===== src/rtl/stop_recovery_seq.sv =====
module stop_recovery_seq #(
  parameter int LONG_DLY  = 131072,
  parameter int SHORT_DLY = 16
) (
  input  logic clk,
  input  logic rst_n,
  input  logic stop_req,
  input  logic wake_req,
  input  logic cfg_ext_clk,
  input  logic cfg_osc_keep,
  input  logic cfg_pll_en,
  input  logic cfg_short_dly,
  input  logic pll_lock,
  output logic pll_pwrdn,
  output logic stopped,
  output logic recovering,
  output logic core_release
);
  localparam int MAXD = (LONG_DLY > SHORT_DLY) ? LONG_DLY : SHORT_DLY;
  localparam int CW   = $clog2(MAXD + 1);

  typedef enum logic [1:0] {S_RUN, S_STOP, S_RECOVER, S_DONE} st_t;

  st_t           st;
  logic          ext_q, keep_q, pll_q, short_q;
  logic [CW-1:0] cnt;
  logic          lock_s1, lock_s2;
  logic [CW-1:0] dly_sel;
  logic          need_lock, finish;

  assign need_lock = pll_q & ~keep_q;
  assign dly_sel   = (!ext_q && keep_q) ? '0 :
                     (short_q ? CW'(SHORT_DLY) : CW'(LONG_DLY));
  assign finish    = (cnt == '0) && (!need_lock || lock_s2);

  assign stopped      = (st == S_STOP);
  assign recovering   = (st == S_RECOVER);
  assign core_release = (st == S_DONE);

  always_ff @(posedge clk or negedge rst_n) begin
    if (!rst_n) begin
      lock_s1 <= 1'b0;
      lock_s2 <= 1'b0;
    end else begin
      lock_s1 <= pll_lock;
      lock_s2 <= lock_s1;
    end
  end

  always_ff @(posedge clk or negedge rst_n) begin
    if (!rst_n) begin
      st        <= S_RUN;
      ext_q     <= 1'b0;
      keep_q    <= 1'b0;
      pll_q     <= 1'b0;
      short_q   <= 1'b0;
      cnt       <= '0;
      pll_pwrdn <= 1'b0;
    end else begin
      case (st)
        S_RUN: if (stop_req) begin
          st        <= S_STOP;
          ext_q     <= cfg_ext_clk;
          keep_q    <= cfg_osc_keep;
          pll_q     <= cfg_pll_en;
          short_q   <= cfg_short_dly;
          pll_pwrdn <= cfg_pll_en & ~cfg_osc_keep;
        end
        S_STOP: if (wake_req) begin
          st        <= S_RECOVER;
          cnt       <= dly_sel;
          pll_pwrdn <= 1'b0;
        end
        S_RECOVER: begin
          if (cnt != '0) cnt <= cnt - CW'(1);
          if (finish) st <= S_DONE;
        end
        default: st <= S_RUN;
      endcase
    end
  end


  pwrdn_in_stop_chk: assert property (@(posedge clk) disable iff (!rst_n)
    pll_pwrdn |-> stopped);


  release_pulse_chk: assert property (@(posedge clk) disable iff (!rst_n)
    core_release |=> (!core_release && !stopped && !recovering));


  lock_gate_chk: assert property (@(posedge clk) disable iff (!rst_n)
    (recovering && need_lock && !lock_s2) |=> !core_release);


  count_gate_chk: assert property (@(posedge clk) disable iff (!rst_n)
    (recovering && cnt != '0) |=> !core_release);


  cfg_hold_chk: assert property (@(posedge clk) disable iff (!rst_n)
    (stopped || recovering) |=> $stable({ext_q, keep_q, pll_q, short_q}));


  wake_only_stop_chk: assert property (@(posedge clk) disable iff (!rst_n)
    $rose(recovering) |-> $past(stopped));
endmodule


===== config.mk =====
export PLATFORM = sky130hd
export DESIGN_NAME = stop_recovery_seq
export DESIGN_NICKNAME = d
export VERILOG_FILES = /design/src/rtl/stop_recovery_seq.sv
export SDC_FILE = /design/constraint.sdc
export NUM_CORES = 1
export LEC_CHECK = 0
export ABC_CLOCK_PERIOD_IN_PS = 5360
export BUFFER_PORTS_ARGS = -buffer_cell sky130_fd_sc_hd__buf_4
export CORE_ASPECT_RATIO = 0.9
export CORE_MARGIN = 2
export CORE_UTILIZATION = 45
export DETAILED_ROUTE_END_ITERATION = 16
export PLACE_DENSITY = 0.68
export SLEW_MARGIN = 0
export SYNTH_ARGS = -nofsm -noshare
export SYNTH_HDL_FRONTEND = slang
export SYNTH_SLANG_ARGS = --single-unit

===== constraint.sdc =====
create_clock -name clk -period 5.36 [get_ports clk]
set_clock_uncertainty 0.05 [all_clocks]
set_input_delay 0.536 -clock clk [delete_from_list [all_inputs] [get_ports clk]]
set_output_delay 0.536 -clock clk [all_outputs]
set_load 0.02 [all_outputs]

* Word-level counts from Yosys, hierarchy flattened
Index checks and enable logic that the tools add are counted.
Storage, ports and cells: register bits after elaboration 27, input port bits 9, output and inout bits 4, word-level logic and storage cells 47
Operators by class: $add $sub $neg 1, eq/ne operators 7, mux-type cells 12, bitwise operators 4, reduce and logical (&&, ||, !) cells 14
Operators with widths (count):
- 18-bit two-way mux | 4
- 18-bit case mux with 2 select lines | 1
- 18-bit zero test | 1
- 18-bit nonzero test | 1
- 18-bit by 1-bit subtractor with 18-bit output (second input constant) | 1
- 3-bit AND reduction | 3
- 2-bit two-way mux | 3
- 2-bit case mux with 3 select lines | 1
- 2-bit equality test (second input constant) | 2
- 2-bit by 1-bit inequality test with 1-bit output (second input constant) | 2
- 2-bit inequality test (second input constant) | 2
- 2-bit nonzero test | 2
- 1-bit AND | 2
- 2-bit by 1-bit equality test with 1-bit output (second input constant) | 1
- 1-bit logical AND | 2
- 1-bit zero test | 2
- 2-bit zero test | 1
- 1-bit two-way mux | 2
- 1-bit NOT | 2
- 1-bit case mux with 2 select lines | 1
- 2-bit AND reduction | 1
- 1-bit logical OR | 1

* Longest topological paths before layout
Gate-level depths: netlist of run 1.
depth after elaboration 7, depth in mapped cells 8, gate-level depth less buffers 7

* Worst setup path after synthesis of run 1
OpenSTA, ideal clock, no wires.
kind register to register, from reg st[1], to reg cnt[9], library setup time 66 ps, data arrival time 1959 ps, data required time 5244 ps, setup slack 3285 ps, stages on the path, launching flop included 7, path buffers 0, clock period less this slack 2075 ps, cell sequence dfrtp_1 > inv_1 > ha_1 > mux2i_1 > nor2_1 > or4_1 > nand2_1
On the way: longest elaborated chain between the ends 3, elaborated cells between the ends (all ways) 7, classes of those cells eq/ne (4); mux (1); reduce/logical (2)
Ends and longest elaborated chain:
- start, declared | RTL line 24 | st_t st;
- start signal, assigned | RTL line 52 | st <= S_RUN;
- start signal, assigned | RTL line 62 | st <= S_STOP;
- start signal, assigned | RTL line 70 | st <= S_RECOVER;
- 2-bit by 1-bit equality test with 1-bit output (*)
- via stopped | RTL line 15 | output logic stopped,
- 2-bit inequality test (no line) or 2-bit nonzero test (tied branches)
- 3-bit AND reduction (no line)
- end signal, assigned | RTL line 71 | cnt <= dly_sel;
- end signal, assigned | RTL line 75 | if (cnt != '0) cnt <= cnt - CW'(1);
- end, declared | RTL line 26 | logic [CW-1:0] cnt;
Mark *: on every way through the listed nets, which the timed path passes. The rest lies on a longest branch. A chain may end at the register's enable or synchronous reset.

* Worst setup path after layout of run 1
from reg st[0], to reg cnt[12]
On the way: longest elaborated chain between the ends 3, elaborated cells between the ends (all ways) 7, classes of those cells eq/ne (4); mux (1); reduce/logical (2)
Ends and longest elaborated chain:
- 2-bit equality test or 2-bit by 1-bit equality test with 1-bit output (tied branches) | RTL line 60 | case (st)
- 2-bit by 1-bit inequality test with 1-bit output (no line), or another cell as far along
- 3-bit AND reduction (no line)
Parallel ways exist; a longest one is shown, timed or not.

==> results of run 1 <==
stage by stage:
step / power [mW] / std cells / hold slack, ns / util / setup WS [ns]
finish: 1.17 / 206 / 0.0954 / 0.517 / 2.91
detailed placement: 1.05 / 202 / 0.288 / 0.503 / 2.94
global placement: 1.03 / 202 / 0.284 / 0.503 / 2.99
floorplan: 0.897 / 148 / 0.190 / - / 3.29
global route: 1.28 / 206 / 0.129 / 0.517 / 2.64
CTS: 1.18 / 206 / 0.118 / 0.517 / 2.91
power by group through the flow:
stage | registers, mW | logic (mW) | clock network (mW)
2_1_floorplan | 0.364 | 0.533 | 0
6_report | 0.379 | 0.675 | 0.117
3_5_place_dp | 0.381 | 0.673 | 0
5_1_grt | 0.391 | 0.760 | 0.127
4_1_cts | 0.378 | 0.679 | 0.119
3_3_place_gp | 0.376 | 0.652 | 0
per-layer routing:
| layer | wire length [um] | GRT usage |
|---|---|---|
| met4 | 19 | 0.0268 |
| met3 | 130 | 0.0399 |
| met5 | 0 | 0 |
| met1 | 1530 | 0.274 |
| met2 | 1520 | 0.281 |
sequential cells by signal, summed over array words and instances, names as in the netlist:
signal and cells:
short_q 1, pll_pwrdn 1, ext_q 1, cnt 18, lock_s2 1, st 2, pll_q 1, keep_q 1
lock_s1 1
worst max path at each step:
stage / endpoint / start / slack, ns
floorplan: cnt[9]$_DFFE_PN0P_ / st[1]$_DFFE_PN0P_ / 3.29
global placement: cnt[12]$_DFFE_PN0P_ / st[0]$_DFFE_PN0P_ / 2.99
detailed placement: cnt[12]$_DFFE_PN0P_ / st[0]$_DFFE_PN0P_ / 2.94
CTS: cnt[12]$_DFFE_PN0P_ / st[0]$_DFFE_PN0P_ / 2.91
global route: cnt[12]$_DFFE_PN0P_ / st[0]$_DFFE_PN0P_ / 2.64
finish: cnt[12]$_DFFE_PN0P_ / st[0]$_DFFE_PN0P_ / 2.91
synth_stat cells (all sizes together):
master / n
o21ai: 8
clkbuf: 2
o31ai: 2
mux2i: 6
o41ai: 2
a41o: 1
a31oi: 2
o211ai: 4
o2111a: 1
o21a: 1
nor3: 6
o21bai: 1
nand2b: 2
nor2: 10
o2bb2ai: 1
xnor2: 3
inv: 9
nor3b: 3
a211oi: 2
o22ai: 1
or4: 5
nand3: 7
mux2: 6
nor4b: 2
ha: 6
o221ai: 1
or3: 3
nand4: 2
a21oi: 3
nor4: 5
a31o: 1
dfrtp: 27
nand2: 10
and3: 1
xor2: 2
kinds of logic (layout without fill, tap and decap cells):
logic type                 after synthesis  after routing  share of synthesized area
and+or+nand+nor                         56             56                      0.226
xor gates and xnor gates                 5              5                     0.0283
AOI/OAI and AO/OA                       31             31                      0.146
DFF                                     27             27                      0.437
muxes                                   12             12                     0.0825
adders and majority gates                6              6                     0.0485
buffers and inverters                   11             25                     0.0331
cell type report:
cell class	instances	area [um^2]	share of cell area
Clock buffer	4	45.0	0.0262
Inverter	9	33.8	0.0196
Multi-Input combinational cell	110	821	0.477
Sequential cell	27	676	0.393
Tap cell	44	55.1	0.0320
Timing Repair Buffer	12	90.1	0.0524
worst max-delay path: stages, from the launching register on:
cell and delay (ns):
dfrtp_1 0.43, inv_1 0.12, ha_1 0.44, mux2_2 0.40, nand3_1 0.27, a211oi_1 0.36
xnor2_1 0.16, nor2_1 0.06
==> impl_metrics.csv, run 1 <==
group,metric,value,unit
routing,drc_errors,0,
yosys,synth_area,1550,um^2
setup_path,crit_required,5.44,ns
finish,fillers,298,
yosys,syn_inst,148,
placed_design,dp_hpwl,2330,um
power_and_ir_drop,clkPwrFrac,0.100,
cts,cts_inserted_buffers,3,
floorplanning,die_w,65.8,um
global_routing,grt_pass1_wl,5550,um
routing,ant_nets,0,
floorplanning,initial_core_util,0.465,
setup_path,cp_max_fo,13,
setup_path,cp_data_arrival_time,2.53,ns
placed_design,gp_congestion,0.870,
timing,hold_viol_final,0,
setup_path,start_kind,"flop",
timing,maxSlewViolCount,0,
floorplanning,std_cell_rows,20,
yosys,synth_largest_area_cell,"dfrtp_1",
finish,diodes,0,
global_routing,grt_max_degree,28,
routing,vias_per_cell,5.78,
power_and_ir_drop,ir_drop,271,uV
cts,clkSinkCount,27,
power_and_ir_drop,p_int,0.614,mW
setup_path,endpoint_kind,"flop",
cts,clock_path_buffers,2,
finish,drive_gt1_frac,0.185,
setup_path,r2r_slack,2.91,ns
cts,cts_resized,0,
outcome,status,"complete, no violations",
flow_run,drv_cap,0,
yosys,ys_seq_elements,27,
finish,layout_commonest_cell,"dfrtp_1",
timing,period_share,0.457,
timing,max_slew.worst_pin.slew,0.578,ns
cts,post-cts-setup-buffers,0,
min_path,hp-class,"input pin to async pin",
yosys,synth_nets,163,
routing,wl_per_cell,15.5,um
routing,dr_total_vias,1190,
power_and_ir_drop,power.share.sequential,0.323,
yosys,avgSynthCellArea,10.5,um^2
cts,clk_latency,0.28,ns
global_routing,grt_overflow,0,
routing,wirelength,3200,um
timing,setup_violations,0,
yosys,yosys-top-cells-area,"dfrtp_1 (44%), ha_1 (4.9%), mux2_2 (4.4%)",
setup_path,reg2reg_depth,7,
global_routing,antenna_found_initial,0,
cts,htreeDepth,1,
timing,max_freq,409,MHz
floorplanning,ios,13,
yosys,yosysWarningCount,0,
yosys,synth-seq-area-share,0.437,
cts,clock-root-buffer,"clkbuf_8",
placed_design,place_area,1680,um^2
global_routing,gr-usage-all-layers,0.184,
cts,path_clk_slew,0.10,ns
finish,mostFrequentLayoutCells,"dfrtp_1 (27), buf_4 (12), nand2_1 (10), nor2_1 (10), inv_1 (9)",
timing,slew_headroom,0.613,
timing,fin_tns_setup,0,ns
setup_path,r2r-start,"st[0]$_DFFE_PN0P_",
power_and_ir_drop,p_leak,0.762,nW
global_routing,grt_pass1_vias,1136,
floorplanning,core,3330,um^2
setup_path,worstSetupPathType,"flop to flop",
power_and_ir_drop,switchingPower,0.558,mW
power_and_ir_drop,power_frac_comb,0.577,
power_and_ir_drop,netSwitchingFraction,0.476,
yosys,synth.distinct_cells,43,
routing,dr.pass1.iters,4,
routing,drt_iter0_drc,148,
finish,areaGrowthSynthToFinish,11.2,%
yosys,yosysTopAreaCellShare,0.437,
finish,finalNetCount,178,
cts,cts-hold-fix-buffers,0,
floorplanning,dieArea,3930,um^2
floorplanning,die_h,59.6,um
timing,rsz0062_at_grt,"false",
timing,min_period,2.45,ns
setup_path,rr_endpoint,"cnt[12]$_DFFE_PN0P_",
cts,cts_tree,"yes",
finish,final_area,1720,um^2
power_and_ir_drop,power.density,681,nW/um^2
placed_design,io_buffers,12,
Power figures use the tool's default switching activity.
==> run 2, diff against run 1 <==
--- a/config.mk
+++ b/config.mk
@@ -5,13 +5,14 @@
 export SDC_FILE = /design/constraint.sdc
 export NUM_CORES = 1
 export LEC_CHECK = 0
-export ABC_CLOCK_PERIOD_IN_PS = 5360
+export ABC_AREA = 1
+export ABC_CLOCK_PERIOD_IN_PS = 2200
 export BUFFER_PORTS_ARGS = -buffer_cell sky130_fd_sc_hd__buf_4
 export CORE_ASPECT_RATIO = 0.9
 export CORE_MARGIN = 2
 export CORE_UTILIZATION = 45
 export DETAILED_ROUTE_END_ITERATION = 16
-export PLACE_DENSITY = 0.68
+export PLACE_DENSITY = 0.7
 export SLEW_MARGIN = 0
 export SYNTH_ARGS = -nofsm -noshare
 export SYNTH_HDL_FRONTEND = slang
==> constraint.sdc (replaced) <==
create_clock -name clk -period 2.2 [get_ports clk]
set_clock_uncertainty 0.05 [all_clocks]
set_input_delay 0.22 -clock clk [delete_from_list [all_inputs] [get_ports clk]]
set_output_delay 0.22 -clock clk [all_outputs]
set_load 0.02 [all_outputs]
==> impl_metrics.csv, run 2 <==
group,metric,value,unit
outcome,status,"complete, no violations",
setup_path,crit_required,2.30,ns
power_and_ir_drop,ir_drop,852,uV
global_routing,grt_pass1_wl,5780,um
cts,clk_latency,0.27,ns
floorplanning,ios,13,
routing,dr.pass1.iters,4,
timing,fin_tns_setup,0,ns
finish,layout_commonest_cell,"nand2_1",
finish,layoutNonFillerInstCount,290,
placed_design,place_ws,0.211,ns
timing,hold_viol_final,0,
floorplanning,std_cell_rows,21,
timing,setup_violations,0,
timing,maxSlewViolCount,0,
setup_path,cp_slowest_cell,"dfrtp_1",
cts,cts_inserted_buffers,3,
timing,max_freq,498,MHz
yosys,ys_top_cells_by_count,"nand2_1 (63), nor2_1 (36), dfrtp_1 (27)",
cts,cts_resized,0,
floorplanning,initial_core_util,0.467,
min_path,min_path_cells,3,
cts,clock_path_buffers,2,
min_path,hp-class,"input pin to flop",
floorplanning,dieArea,4330,um^2
setup_path,critPathMaxStageDelay,0.43,ns
finish,mostFrequentLayoutCells,"nand2_1 (63), nor2_1 (36), dfrtp_1 (27), inv_1 (22), nand3_1 (22)",
finish,fillers,362,
placed_design,io_buffers,12,
global_routing,grt_max_degree,28,
setup_path,r2r-start,"st[1]$_DFFE_PN0P_",
finish,top_regs,"cnt (18), st (2)",
floorplanning,core,3680,um^2
floorplanning,die_h,62.6,um
yosys,avgSynthCellArea,7.53,um^2
setup_path,cp_data_arrival_time,2.11,ns
setup_path,cpMostUsedCell,"inv_1",
yosys,ys_seq_elements,27,
routing,wirelength,3280,um
timing,slew_headroom,0.673,
finish,largest_reg_flops,18,
setup_path,start_kind,"flop",
routing,vias_per_cell,4.85,
routing,dr_total_vias,1406,
setup_path,path_cells,"inv_1 -> ha_1 -> inv_1 -> or2_1 -> o21a_1 -> nand2_1 -> nand2_2 -> nand3_1 -> o21ai_2",
cts,htreeDepth,1,
power_and_ir_drop,finalPower,2.86,mW
yosys,syn_inst,228,
routing,wl_per_cell,11.3,um
timing,finalWorstSetupSlack,0.192,ns
routing,ant_nets,0,
routing,drt_iter0_drc,87,
placed_design,place_inst,284,
finish,top_register,"cnt",
yosys,synth.distinct_cells,24,
routing,drc_errors,0,
timing,max_slew.worst_pin.slew,0.488,ns
power_and_ir_drop,power.density,1500,nW/um^2
floorplanning,die_w,69.1,um
global_routing,grt_overflow,0,
setup_path,r2r_slack,0.19,ns
min_path,whs_endpoint,"short_q$_DFFE_PN0P_",
setup_path,reg2reg_depth,9,
yosys,ys.flop_type,"dfrtp_1",
min_path,hp-start,"cfg_short_dly",
finish,diodes,0,
global_routing,antenna_found_initial,0,
placed_design,gp_congestion,0.801,
finish,finalNetCount,260,
timing,min_period,2.01,ns
placed_design,dp_hpwl,2400,um
placed_design,place_area,1850,um^2
finish,final_area,1910,um^2
setup_path,rr_endpoint,"cnt[0]$_DFFE_PN0P_",
yosys,synth_nets,243,
flow_run,drv_cap,0,
yosys,yosys-top-cells-area,"dfrtp_1 (39%), nand2_1 (14%), nor2_1 (7.9%)",
timing,period_share,0.913,
global_routing,grt_pass1_vias,1293,
global_routing,gr-usage-all-layers,0.164,
yosys,synth-seq-area-share,0.394,
finish,areaGrowthSynthToFinish,11.3,%
yosys,yosysWarningCount,0,
yosys,synth_edf_count,0,
yosys,yosysTopAreaCellShare,0.394,
cts,clock-root-buffer,"clkbuf_8",
setup_path,worstSetupPathType,"flop to flop",
power_and_ir_drop,p_leak,0.986,nW
cts,path_clk_slew,0.09,ns
timing,rsz0062_at_grt,"false",
finish,drive_gt1_frac,0.160,
yosys,async_reset_ff_frac,1.00,
yosys,synth_largest_area_cell,"dfrtp_1",
yosys,synth.most_common_cell,"nand2_1",
setup_path,endpoint_kind,"flop",
setup_path,cp_max_fo,21,
yosys,synth_area,1720,um^2
cts,clkSinkCount,27,
cts,cts_tree,"yes",
## run 2: final cells by class
cell class | instances | area (um^2) | share of cell area
clock buffers | 4 | 45.0 | 0.0236
inverters | 22 | 82.6 | 0.0432
multi-input cells | 174 | 917 | 0.480
flip-flops and latches | 27 | 676 | 0.354
well taps | 46 | 57.6 | 0.0301
repair buffers | 17 | 133 | 0.0694
## run 2: worst max-delay path: cells and delay by family (launching register included)
kind                       cells  cell delay [ns]
buffers and inverters          2             0.16
AOI/OAI and AO/OA              2             0.22
and+or+nand+nor                4             0.81
adders and majority gates      1             0.20
DFF                            1             0.43
## run 2: per-stage QoR
stage	hold WS, ns	utilization
3_3_place_gp	0.108	0.502
2_1_floorplan	-0.126	-
3_5_place_dp	0.113	0.502
4_1_cts	0.140	0.519
5_1_grt	0.142	0.519
6_report	0.148	0.519
## run 2: how the worst max path moves through the flow
stage	start	endpoint	slack [ns]
final	st[1]$_DFFE_PN0P_	cnt[0]$_DFFE_PN0P_	0.19
after detailed placement	st[1]$_DFFE_PN0P_	cnt[14]$_DFFE_PN0P_	0.21
after global placement	st[1]$_DFFE_PN0P_	cnt[0]$_DFFE_PN0P_	0.28
after floorplan	st[1]$_DFFE_PN0P_	cnt[6]$_DFFE_PN0P_	0.39
after CTS	st[1]$_DFFE_PN0P_	cnt[14]$_DFFE_PN0P_	0.19
after global routing	st[1]$_DFFE_PN0P_	cnt[14]$_DFFE_PN0P_	0.02
## run 2: logic make-up (layout without fill, tap and decap cells)
| logic type | count (synthesis) | after routing | share of synthesized area |
|---|---|---|---|
| and+or+nand+nor | 137 | 137 | 0.360 |
| AOI/OAI and AO/OA | 22 | 22 | 0.0831 |
| xor gates and xnor gates | 8 | 8 | 0.0408 |
| DFF | 27 | 27 | 0.394 |
| muxes | 1 | 1 | 0.00656 |
| adders and majority gates | 6 | 6 | 0.0437 |
| buffers and inverters | 27 | 43 | 0.0722 |
## run 2: layer usage
metal  vias up  GRT usage  part of all wire
met5         -          0                 0
met4         0     0.0294            0.0037
met3         2     0.0339             0.040
met2        27      0.267              0.44
met1       625      0.228              0.52
li1        752          -                 -
## run 2: what timing repair did
| action | in CTS | in global routing |
|---|---|---|
| buffers inserted | 0 | 0 |
| endpoints found under the hold margin | 28 | 0 |
| hold buffers | 2 | 0 |
## run 2: where the power goes
part,internal [mW],switching [mW],total (mW),leakage [nW]
Clock,0.130,0.148,0.278,0.0228
Sequential,0.657,0.144,0.801,0.348
Combinational,0.611,1.17,1.78,0.616
==> run 3, diff against run 2 <==
--- a/config.mk
+++ b/config.mk
@@ -10,9 +10,9 @@
 export BUFFER_PORTS_ARGS = -buffer_cell sky130_fd_sc_hd__buf_4
 export CORE_ASPECT_RATIO = 0.9
 export CORE_MARGIN = 2
-export CORE_UTILIZATION = 45
+export CORE_UTILIZATION = 35
 export DETAILED_ROUTE_END_ITERATION = 16
-export PLACE_DENSITY = 0.7
+export PLACE_DENSITY = 0.58
 export SLEW_MARGIN = 0
 export SYNTH_ARGS = -nofsm -noshare
 export SYNTH_HDL_FRONTEND = slang
==> impl_metrics.csv, run 3 (synthesized netlist as in run 2, its figures left out) <==
group,metric,value,unit
outcome,status,"complete, no violations",
setup_path,crit_required,2.32,ns
finish,top_register,"cnt",
floorplanning,die_w,77.8,um
floorplanning,initial_core_util,0.360,
placed_design,place_area,1870,um^2
global_routing,antenna_found_initial,0,
placed_design,dp_hpwl,2460,um
floorplanning,std_cell_rows,24,
power_and_ir_drop,power.share.sequential,0.277,
setup_path,path_cells,"inv_1 -> ha_1 -> inv_1 -> or2_1 -> o21a_1 -> nand2_1 -> nand2_4 -> nand3_1 -> o21ai_2",
timing,hold_viol_final,0,
global_routing,grt_max_degree,28,
routing,dr_total_vias,1387,
setup_path,path_depth,9,
routing,ant_nets,0,
finish,largest_reg_flops,18,
placed_design,gp_congestion,0.777,
timing,fin_tns_setup,0,ns
floorplanning,die_h,70.4,um
routing,vias_per_cell,4.49,
power_and_ir_drop,power.density,1490,nW/um^2
setup_path,cpMostUsedCell,"inv_1",
power_and_ir_drop,ir_drop,884,uV
routing,wirelength,3400,um
setup_path,setup.worst_path.end,"cnt[0]$_DFFE_PN0P_",
power_and_ir_drop,clkPwrFrac,0.100,
finish,fillers,490,
finish,finalNetCount,260,
cts,cts_inserted_buffers,3,
timing,period_share,0.854,
cts,clock_path_buffers,2,
cts,cts_tree,"yes",
timing,slew_headroom,0.761,
timing,max_slew.worst_pin.slew,0.359,ns
setup_path,cp_slowest_cell,"dfrtp_1",
setup_path,r2r-start,"st[1]$_DFFE_PN0P_",
cts,post-cts-setup-buffers,0,
finish,drive_gt1_frac,0.160,
power_and_ir_drop,p_leak,0.988,nW
setup_path,path_buf_inv,2,
finish,final_area,1940,um^2
setup_path,crit_start,"st[1]$_DFFE_PN0P_",
global_routing,gr-usage-all-layers,0.140,
global_routing,grt_pass1_vias,1312,
cts,clock-root-buffer,"clkbuf_8",
routing,drt_iter0_drc,55,
setup_path,crit_family,"simple AND/OR/NAND/NOR gates",
timing,setup_violations,0,
setup_path,critPathMaxStageDelay,0.43,ns
finish,layout_commonest_cell,"nand2_1",
cts,path_clk_slew,0.10,ns
finish,areaGrowthSynthToFinish,13.0,%
timing,max_freq,533,MHz
routing,dr.pass1.iters,4,
setup_path,r2r_slack,0.32,ns
setup_path,worstSetupPathType,"flop to flop",
timing,whs,0.131,ns
power_and_ir_drop,p_int,1.41,mW
power_and_ir_drop,switchingPower,1.49,mW
setup_path,endpoint_kind,"flop",
routing,wl_per_cell,11.0,um
timing,maxSlewViolCount,0,
finish,mostFrequentLayoutCells,"nand2_1 (63), nor2_1 (36), dfrtp_1 (27), inv_1 (22), nand3_1 (22)",
setup_path,reg2reg_depth,9,
setup_path,rr_endpoint,"cnt[0]$_DFFE_PN0P_",
global_routing,grt_overflow,0,
routing,drc_errors,0,
min_path,hp-class,"input pin to flop",
placed_design,io_buffers,12,
flow_run,drv_cap,0,
setup_path,cp_max_fo,21,
floorplanning,dieArea,5480,um^2
cts,clkSinkCount,27,
setup_path,cp_data_arrival_time,1.99,ns
setup_path,start_kind,"flop",
floorplanning,core,4770,um^2
power_and_ir_drop,netSwitchingFraction,0.514,
timing,min_period,1.88,ns
floorplanning,ios,13,
finish,diodes,0,
finish,top_regs,"cnt (18), st (2)",
timing,rsz0062_at_grt,"false",
power_and_ir_drop,power_frac_comb,0.623,
global_routing,grt_pass1_wl,6140,um
cts,htreeDepth,1,
cts,clk_latency,0.28,ns
-- run 3: cell types whose count changed in the layout (fill, tap and decap cells not counted) --
| cell | delta |
|---|---|
| nand2_2 | -1 |
| nand2_4 | +1 |
-- run 3: power by group through the flow --
stage	Clock [mW]	Combinational [mW]	Sequential [mW]
finish	0.290	1.80	0.801
global route	0.320	2.06	0.825
CTS	0.307	1.80	0.801
detailed placement	0	1.79	0.812
global placement	0	1.78	0.815
floorplan	0	1.53	0.785
-- run 3: stage by stage --
stage / setup WS, ns / utilization / instances / power (mW)
after detailed placement: 0.193 / 0.392 / 303 / 2.60
after global routing: 0.152 / 0.406 / 309 / 3.21
after global placement: 0.267 / 0.392 / 303 / 2.59
after CTS: 0.174 / 0.405 / 309 / 2.91
after floorplan: 0.391 / - / 228 / 2.31
final: 0.322 / 0.406 / 309 / 2.89
-- run 3: what timing repair did --
action / 4_1_cts / 5_1_grt
endpoints found under the setup margin: 0 / 1
hold buffers: 2 / 0
hold endpoints to repair: 28 / 0
gates resized for setup: 0 / 1
-- run 3: metal layers --
layer / global-route usage / up-vias / share of wire
met4: 0.0595 / 0 / 0.018
met3: 0.0271 / 5 / 0.022
met1: 0.188 / 620 / 0.51
met5: 0 / - / 0
met2: 0.220 / 12 / 0.45
li1: - / 750 / -
-- run 3: cell type report --
cell class	count	area, um^2	share of cell area
inverters	22	82.6	0.0426
flip-flops and latches	27	676	0.348
repair buffers	17	133	0.0684
clock buffers	4	45.0	0.0232
well taps	65	81.3	0.0419
multi-input cells	174	922	0.475
-- run 3: worst min-delay path, delay by kind of cell --
kind,cells,cell delay [ns]
AOI/OAI and AO/OA,1,0.10
buffers and inverters,1,0.08
and+or+nand+nor,1,0.03
-- run 3: worst min-delay path by stage --
| stage | startpoint | slack, ns | to | cells past startpoint |
|---|---|---|---|---|
| floorplan | rst_n | -0.13 | cnt[0]$_DFFE_PN0P_ | 0 |
| global placement | rst_n | 0.11 | cnt[11]$_DFFE_PN0P_ | 1 |
| global route | cfg_pll_en | 0.13 | pll_q$_DFFE_PN0P_ | 2 |
| finish | cfg_ext_clk | 0.13 | ext_q$_DFFE_PN0P_ | 3 |
| CTS | cfg_ext_clk | 0.12 | ext_q$_DFFE_PN0P_ | 3 |
| detailed placement | rst_n | 0.11 | cnt[11]$_DFFE_PN0P_ | 1 |
